--- config.mk ---
export PLATFORM = sky130hd
export DESIGN_NAME = tgt_rst_seq
export DESIGN_NICKNAME = d
export VERILOG_FILES = /design/src/rtl/tgt_rst_pkg.sv /design/src/rtl/tgt_rst_sync.sv /design/src/rtl/tgt_rst_timer.sv /design/src/rtl/tgt_rst_fsm.sv /design/src/rtl/tgt_rst_seq.sv
export SDC_FILE = /design/constraint.sdc
export NUM_CORES = 1
export LEC_CHECK = 0
export BUFFER_PORTS_ARGS = -buffer_cell sky130_fd_sc_hd__clkbuf_2
export CORE_MARGIN = 3
export CORE_UTILIZATION = 55
export DETAILED_ROUTE_END_ITERATION = 7
export PLACE_DENSITY = 0.76
export RECOVER_POWER = 100
export SYNTH_ARGS = -nofsm -noshare
export SYNTH_HDL_FRONTEND = slang
export SYNTH_HIERARCHICAL = 1
export SYNTH_SLANG_ARGS = --single-unit
--- constraint.sdc ---
create_clock -name clk -period 2.5 [get_ports clk]
set_input_delay 0 -clock clk [delete_from_list [all_inputs] [get_ports clk]]
set_output_delay 0 -clock clk [all_outputs]
set_load 0.05 [all_outputs]
--- src/rtl/tgt_rst_pkg.sv ---
package tgt_rst_pkg;

  typedef enum logic [2:0] {
    ST_IDLE   = 3'd0,
    ST_PRECHK = 3'd1,
    ST_DBGLO  = 3'd2,
    ST_PULSE  = 3'd3,
    ST_RISE   = 3'd4,
    ST_POSTST = 3'd5,
    ST_DBGHI  = 3'd6,
    ST_QUIET  = 3'd7
  } seq_st_e;

  function automatic int unsigned max2(input int unsigned a, input int unsigned b);
    return (a > b) ? a : b;
  endfunction

endpackage

--- src/rtl/tgt_rst_sync.sv ---
module tgt_rst_sync (
  input  logic clk,
  input  logic rst_n,
  input  logic line_i,
  output logic level_o,
  output logic fall_o
);
  logic meta_q, lvl_q, prev_q;

  always_ff @(posedge clk or negedge rst_n) begin
    if (!rst_n) begin
      meta_q <= 1'b1;
      lvl_q  <= 1'b1;
      prev_q <= 1'b1;
    end else begin
      meta_q <= line_i;
      lvl_q  <= meta_q;
      prev_q <= lvl_q;
    end
  end

  assign level_o = lvl_q;
  assign fall_o  = prev_q & ~lvl_q;
endmodule

--- src/rtl/tgt_rst_timer.sv ---
module tgt_rst_timer #(
  parameter int unsigned CW = 8
) (
  input  logic          clk,
  input  logic          rst_n,
  input  logic          load_i,
  input  logic [CW-1:0] load_val_i,
  output logic          zero_o
);
  logic [CW-1:0] cnt_q, cnt_d;
  logic          cnt_en;

  always_comb begin
    cnt_en = load_i | (cnt_q != '0);
    cnt_d  = load_i ? load_val_i : (cnt_q - 1'b1);
  end

  always_ff @(posedge clk or negedge rst_n) begin
    if (!rst_n)      cnt_q <= '0;
    else if (cnt_en) cnt_q <= cnt_d;
  end

  assign zero_o = (cnt_q == '0);
endmodule

--- src/rtl/tgt_rst_fsm.sv ---
module tgt_rst_fsm
  import tgt_rst_pkg::*;
#(
  parameter int unsigned CW         = 8,
  parameter int unsigned SETTLE_CYC = 8,
  parameter int unsigned PULSE_CYC  = 16,
  parameter int unsigned HIGH_CYC   = 2,
  parameter int unsigned TMO_CYC    = 40
) (
  input  logic          clk,
  input  logic          rst_n,
  input  logic          start_i,
  input  logic          mode_i,
  input  logic          rst_hi_i,
  input  logic          tmr_zero_i,
  output logic          tmr_load_o,
  output logic [CW-1:0] tmr_val_o,
  output logic          busy_o,
  output logic          done_o,
  output logic          err_o,
  output logic          seen_clr_o,
  output logic          mode_o,
  output logic          rst_drv_o,
  output logic          dbg_drv_o,
  output logic          dbg_val_o
);
  localparam logic [CW-1:0] LD_SETTLE = CW'(SETTLE_CYC - 1);
  localparam logic [CW-1:0] LD_PULSE  = CW'(PULSE_CYC - 1);
  localparam logic [CW-1:0] LD_HIGH   = CW'(HIGH_CYC - 1);
  localparam logic [CW-1:0] LD_TMO    = CW'(TMO_CYC - 1);

  seq_st_e st_q, st_d;
  logic    mode_q, mode_d;
  logic    done_q, err_q, err_d;
  logic    ok_end, bad_end, accept;

  always_comb begin
    st_d       = st_q;
    mode_d     = mode_q;
    tmr_load_o = 1'b0;
    tmr_val_o  = '0;
    ok_end     = 1'b0;
    bad_end    = 1'b0;
    accept     = 1'b0;
    unique case (st_q)
      ST_IDLE: if (start_i) begin
        accept = 1'b1; mode_d = mode_i; st_d = ST_PRECHK;
        tmr_load_o = 1'b1; tmr_val_o = LD_TMO;
      end
      ST_PRECHK: if (rst_hi_i) begin
        tmr_load_o = 1'b1;
        if (!mode_q) begin st_d = ST_DBGLO; tmr_val_o = LD_SETTLE; end
        else         begin st_d = ST_PULSE; tmr_val_o = LD_PULSE;  end
      end else if (tmr_zero_i) begin
        bad_end = 1'b1; st_d = ST_IDLE;
      end
      ST_DBGLO: if (tmr_zero_i) begin
        st_d = ST_PULSE; tmr_load_o = 1'b1; tmr_val_o = LD_PULSE;
      end
      ST_PULSE: if (tmr_zero_i) begin
        st_d = ST_RISE; tmr_load_o = 1'b1; tmr_val_o = LD_TMO;
      end
      ST_RISE: if (rst_hi_i) begin
        st_d = mode_q ? ST_QUIET : ST_POSTST;
        tmr_load_o = 1'b1; tmr_val_o = LD_SETTLE;
      end else if (tmr_zero_i) begin
        bad_end = 1'b1; st_d = ST_IDLE;
      end
      ST_POSTST: if (tmr_zero_i) begin
        st_d = ST_DBGHI; tmr_load_o = 1'b1; tmr_val_o = LD_HIGH;
      end
      ST_DBGHI: if (tmr_zero_i) begin
        st_d = ST_QUIET; tmr_load_o = 1'b1; tmr_val_o = LD_SETTLE;
      end
      ST_QUIET: if (tmr_zero_i) begin
        ok_end = 1'b1; st_d = ST_IDLE;
      end
      default: st_d = ST_IDLE;
    endcase
    err_d = accept ? 1'b0 : (bad_end ? 1'b1 : err_q);
  end

  always_ff @(posedge clk or negedge rst_n) begin
    if (!rst_n) begin
      st_q   <= ST_IDLE;
      mode_q <= 1'b0;
      done_q <= 1'b0;
      err_q  <= 1'b0;
    end else begin
      st_q   <= st_d;
      mode_q <= mode_d;
      done_q <= ok_end | bad_end;
      err_q  <= err_d;
    end
  end

  always_comb begin
    rst_drv_o = (st_q == ST_PULSE);
    dbg_val_o = (st_q == ST_DBGHI);
    unique case (st_q)
      ST_DBGLO, ST_POSTST, ST_DBGHI: dbg_drv_o = 1'b1;
      ST_PULSE, ST_RISE:             dbg_drv_o = ~mode_q;
      default:                       dbg_drv_o = 1'b0;
    endcase
  end

  assign busy_o     = (st_q != ST_IDLE);
  assign done_o     = done_q;
  assign err_o      = err_q;
  assign seen_clr_o = ok_end;
  assign mode_o     = mode_q;
endmodule

--- src/rtl/tgt_rst_seq.sv ---
module tgt_rst_seq
  import tgt_rst_pkg::*;
#(
  parameter int unsigned SETTLE_CYC = 8,
  parameter int unsigned PULSE_CYC  = 16,
  parameter int unsigned HIGH_CYC   = 2,
  parameter int unsigned TMO_CYC    = 40
) (
  input  logic clk,
  input  logic rst_n,
  input  logic start_i,
  input  logic mode_i,
  output logic busy_o,
  output logic done_o,
  output logic err_o,
  output logic rst_seen_o,
  output logic rst_oe_o,
  output logic rst_out_o,
  input  logic rst_in_i,
  output logic dbg_oe_o,
  output logic dbg_out_o
);
  localparam int unsigned MAX_CYC = max2(max2(SETTLE_CYC, PULSE_CYC), max2(HIGH_CYC, TMO_CYC));
  localparam int unsigned CW      = $clog2(MAX_CYC + 1);

  logic          rst_hi, rst_fall, tmr_zero, tmr_load, seen_clr, mode_q;
  logic          rst_drv, dbg_drv, dbg_val;
  logic [CW-1:0] tmr_val;
  logic          seen_q, seen_d;

  tgt_rst_sync u_sync (
    .clk(clk), .rst_n(rst_n), .line_i(rst_in_i), .level_o(rst_hi), .fall_o(rst_fall)
  );

  tgt_rst_timer #(.CW(CW)) u_tmr (
    .clk(clk), .rst_n(rst_n), .load_i(tmr_load), .load_val_i(tmr_val), .zero_o(tmr_zero)
  );

  tgt_rst_fsm #(
    .CW(CW), .SETTLE_CYC(SETTLE_CYC), .PULSE_CYC(PULSE_CYC),
    .HIGH_CYC(HIGH_CYC), .TMO_CYC(TMO_CYC)
  ) u_fsm (
    .clk(clk), .rst_n(rst_n), .start_i(start_i), .mode_i(mode_i),
    .rst_hi_i(rst_hi), .tmr_zero_i(tmr_zero), .tmr_load_o(tmr_load), .tmr_val_o(tmr_val),
    .busy_o(busy_o), .done_o(done_o), .err_o(err_o), .seen_clr_o(seen_clr),
    .mode_o(mode_q), .rst_drv_o(rst_drv), .dbg_drv_o(dbg_drv), .dbg_val_o(dbg_val)
  );

  always_comb begin
    if (seen_clr)                 seen_d = 1'b0;
    else if (rst_fall && !busy_o) seen_d = 1'b1;
    else                          seen_d = seen_q;
  end

  always_ff @(posedge clk or negedge rst_n) begin
    if (!rst_n) seen_q <= 1'b0;
    else        seen_q <= seen_d;
  end

  assign rst_seen_o = seen_q;
  assign rst_oe_o   = rst_drv;
  assign rst_out_o  = ~rst_drv;
  assign dbg_oe_o   = dbg_drv;
  assign dbg_out_o  = dbg_val;
endmodule

# == Word-level counts from Yosys, hierarchy flattened ==
# Index checks and enable logic that the tools add are counted.
# totals
regBits,16
word_cells,76
# op_classes
n_addsub,1
eq_ne,12
muxes,34
bitwise,6
reduce_logical,14
# op_table
cell,n
$pmux W6 S7,1
$mux W3,10
$mux W6,4
$pmux W3 S8,1
$mux W1,13
$eq A3 B3 Y1 const B,4
$mux W4,2
$ne A2 B2 Y1 const B,4
$eq A3 B2 Y1 const B,2
$logic_not A6 Y1,1
$reduce_bool A6 Y1,1
$sub A6 B1 Y6 const B,1
$reduce_and A5 Y1,1
$reduce_bool A2 Y1,2
$reduce_or A2 Y1,2
$reduce_or A4 Y1,1
$eq A3 B1 Y1 const B,1
$logic_not A3 Y1,1
$not A1 Y1,3
$pmux W1 S3,1
$reduce_bool A3 Y1,1
$reduce_or A3 Y1,1
$mux W2,1
$ne A2 B1 Y1 const B,1
6 further kinds,7

# == Longest topological paths before layout ==
# logic_depth
ltp_word,6
depth_mapped,10

# == By module ==
# Netlist, hierarchy kept.
# modules_own_cells
mod,n_inst,cells_each,area_each_um2,seq_area_each_um2
tgt_rst_fsm,1,70,544.3,150.1
tgt_rst_timer,1,40,400.4,150.1
tgt_rst_sync,1,4,92.6,78.8
tgt_rst_seq,1,5,47.5,25.0

# == Least setup slack after synthesis ==
# Ideal clock, no wire load.
# synth_path
path_type,register to register
startpoint,register u_tmr.cnt_q[4]
endpoint,register u_tmr.cnt_q[0]
arrival_ns,2.112
required_ns,2.351
setup_slack_ns,0.238
path_stages_with_launch,9
path_buffers,2
cell_sequence,dfrtp_1 > nor4_2 > and2_4 > buf_6 > nor2b_1 > o21ai_0 > nor3_1 > clkbuf_1 > a221oi_1
# synth_via
elab_chain_cells,4
word_cells_on_any_way,11
cone_classes,mux: 8; bitwise: 1; reduce/logical: 2
# synth_lines
element,line,rtl
start: declaration,tgt_rst_timer.sv:10,"logic [CW-1:0] cnt_q, cnt_d;"
start signal: assignment,tgt_rst_timer.sv:20,else if (cnt_en) cnt_q <= cnt_d;
$logic_not A6 Y1 (*),tgt_rst_timer.sv:23,assign zero_o = (cnt_q == '0);
named net tmr_zero,tgt_rst_seq.sv:26,"logic rst_hi, rst_fall, tmr_zero, tmr_load, seen_clr, mode_q;"
$mux W1 (*),-,
$pmux W1 S3 (*),tgt_rst_fsm.sv:45,unique case (st_q)
named net tmr_load,tgt_rst_seq.sv:26,
$mux W6 or $or A1 B1 Y1 (tied branches),"tgt_rst_timer.sv:15, tgt_rst_timer.sv:14",
# The timed path passes the listed nets; every way through them passes the cells marked *.
# A chain may end at the register's enable or synchronous reset.

# == Worst setup path in the final report ==
# layout_path
startpoint,register u_tmr.cnt_q[4]
endpoint,register u_tmr.cnt_q[1]
# The elaborated chain is that of the path after synthesis.

==> impl_metrics.yaml <==
synth:
  synth_cells: 119
  synth_edf_count: 0
  synthFlopType: "dfrtp_1"
  seq_area_frac_synth_pct: 37.3
  synth.distinct_cells: 44
  synth.cell_area_sq_um: 1080
  synth_nets: 126
  ys_ff_latch: 16
  yosysWarnings: 6
  async_reset_ff_share_pct: 100
  avgSynthCellArea_sq_um: 9.12
floorplan:
  die_w_um: 50.4
  design.core.area_sq_um: 1800
  ios: 13
  row_count: 15
  start_util_pct: 60.2
  die_y_um: 50.4
  die_area_sq_um: 2540
critical_path:
  crit_fanout: 14
  reg2reg_from: "u_tmr/cnt_q[4]"
  crit_path_cell_trace: "nor4_4 -> and2_4 -> nor2b_1 -> o21ai_0 -> nor3_1 -> buf_4 -> nand2b_1 -> a21oi_1 -> a221oi_2"
  critPathSlowestCell: "dfrtp_1"
  slowest_delay_ns: 0.45
  cp.required_ns: 2.69
  critPathArrivalTime_ns: 2.47
  path_class: "reg -> reg"
  end_kind: "flop"
  crit_start: "u_tmr/cnt_q[4]"
  worstSetupStartpointType: "flop"
clock_network:
  clk_pin_slew_worst_paths_ns: 0.11
  cts.sink_count: 16
  clk_path_buf_depth: 2
  ctsRootBufferMaster: "clkbuf_4"
  h-tree-depth: 1
  cts_setup_buffers: 0
  clk_latency_ns: 0.29
  cts_buffers: 3
  cts_tree: "done"
sta:
  fin_skew_ns: 0.0137
  maxSlewViolCount: 0
  max-slew-margin-rel_pct: 42.6
  setup_viol: 0
  fmaxAchievable_mhz: 440
  finalCritPeriodShare_pct: 91.0
  fin_hold_ws_ns: 0.0693
  tightest_slew_ns: 0.861
  timing.final.hold_violations: 0
  fin_crit_ns: 2.27
  rsz0062_at_grt: "false"
  setup_tns_ns: 0
global_routing:
  grt-ovfl-total: 0
  grt_use_total_pct: 19.5
  antenna_found_initial: 0
  grt_pass1_wl_um: 3840
  grt_max_degree: 19
  grt_pass1_vias: 838
status:
  status: "finished, final reports clean"
power_and_ir_drop:
  p_leak_uw: 0.000496
  irDropWorstVdd_v: 0.000939
  p_per_area_nw_per_um2: 1440
flow_run:
  drv_cap: 0
route:
  drc: 0
  vias_per_cell: 5.76
  drt-pass1-iter-count: 4
  initialDrtViolationCount: 30
  wl_per_cell_um: 14.1
  ant_nets: 0
  vias: 893
  routed_wl_um: 2180
final_layout:
  drive_above_1_share_pct: 16.2
  final_nets: 138
  n_antenna_cell: 0
  area_growth_syn_to_layout_pct: 8.07
  nFillCells: 172
place:
  gp_congestion: 0.842
  place_hpwl_um: 1500
  numPortBuffers: 12
hold_path:
  hp-start: "start_i"
  hp-class: "in -> reg"
-- flip-flops by register name (all words and copies together), names as in the netlist --
name            cells
rst_seen_o          1
u_fsm/done_o        1
u_fsm/err_o         1
u_fsm/mode_o        1
u_fsm/st_q          3
u_sync/level_o      1
u_sync/meta_q       1
u_sync/prev_q       1
u_tmr/cnt_q         6
-- worst paths after layout --
kind,endpoint,slack [ns],depth (start not counted)
worst max-delay path,u_tmr/cnt_q[1],0.23,9
worst min-delay path,u_fsm/st_q[0],0.07,3
worst max register to register,u_tmr/cnt_q[1],0.23,9
worst min register to register,u_sync/level_o,0.37,0
max in group asynchronous,u_tmr/cnt_q[4],1.64,2
min in group asynchronous,rst_seen_o,0.32,2
-- stage by stage --
| stage | total power [uW] | setup WS (ns) | instances | util (%) | area (sq um) |
|---|---|---|---|---|---|
| 6_report | 1690 | 0.226 | 155 | 65.1 | 1170 |
| 5_1_grt | 1820 | 0.0527 | 155 | 65.1 | 1170 |
| 4_1_cts | 1710 | 0.182 | 155 | 66.2 | 1190 |
| 3_5_place_dp | 1520 | 0.204 | 148 | 62.5 | 1130 |
| 3_3_place_gp | 1500 | 0.362 | 148 | 62.5 | 1130 |
| 2_1_floorplan | 1360 | 0.238 | 119 | - | 1080 |
-- layout by cell type, fill, tap and decap left out, drive strengths merged, types with 2 or more instances in the layout --
| master | n |
|---|---|
| nand2 | 9 |
| nor2b | 3 |
| mux2i | 2 |
| a221oi | 2 |
| nand2b | 6 |
| a21oi | 7 |
| nor3 | 7 |
| or3b | 2 |
| clkbuf | 17 |
| o31ai | 3 |
| a211oi | 4 |
| nor3b | 3 |
| o21ai | 2 |
| dlygate4sd3 | 3 |
| ha | 2 |
| dfrtp | 13 |
| xnor2 | 3 |
| nor2 | 12 |
| mux2 | 2 |
| dfstp | 3 |
| or3 | 2 |
| inv | 8 |
-- logic make-up after synthesis --
| group | Yosys count | share of synthesized area, % |
|---|---|---|
| AO/OA/AOI/OAI | 26 | 18.5 |
| adder cells (fa/ha/maj) | 2 | 2.31 |
| flip-flops | 16 | 37.3 |
| multiplexers | 4 | 4.27 |
| AND/OR/NAND/NOR | 49 | 26.2 |
| XOR/XNOR | 3 | 2.42 |
| buffers and inverters | 18 | 8.77 |
| other | 1 | 0.346 |
-- synthesized netlist by cell type (2+ instances only) --
cell	count	area (sq um)
or3_1	2	12.5
clkbuf_1	2	7.51
ha_1	2	25.0
buf_4	2	15.0
dfrtp_1	13	325
buf_6	2	22.5
nor2_1	12	45.0
a211oi_1	4	30.0
nand2_1	9	33.8
mux2i_1	2	20.0
o31ai_1	3	22.5
dfstp_2	3	78.8
nor2b_1	2	12.5
nor3_1	6	30.0
xnor2_1	3	26.3
a21oi_1	6	30.0
buf_2	4	20.0
o21ai_0	2	10.0
nor3b_1	3	22.5
or3b_2	2	17.5
inv_1	8	30.0
nand2b_1	5	31.3
-- layer usage --
layer / wire length, um / up-vias / global-route usage [%]
met2: 1030 / 31 / 30.9
met3: 123 / 2 / 3.56
met1: 1010 / 422 / 27.1
met4: 13 / 0 / 5.38
met5: 0 / - / 0
li1: - / 438 / -
-- layout make-up --
cell class / instances / area [sq um] / area share [%]
well taps: 25 / 31.3 / 2.67
flip-flops and latches: 16 / 404 / 34.5
clock buffers: 4 / 36.3 / 3.09
repair buffers: 17 / 91.3 / 7.79
multi-input cells: 85 / 579 / 49.4
inverters: 8 / 30.0 / 2.56
-- critical path, delay by kind of cell (launching register included) --
kind / cells / cell delay, ns
and+or+nand+nor: 5 / 1.14
DFF: 1 / 0.45
AOI/OAI and AO/OA: 3 / 0.37
buffers and inverters: 1 / 0.21
-- report_power, final --
group | internal (uW) | switching (uW)
logic | 366 | 609
clock network | 88.6 | 89.6
registers | 352 | 184
-- timing repair --
item                                   CTS  global route
endpoints found under the hold margin   18             0
hold buffers                             3             0
setup endpoints to repair                0             1
resized for setup                        0             1
Power figures use the tool's default switching activity.
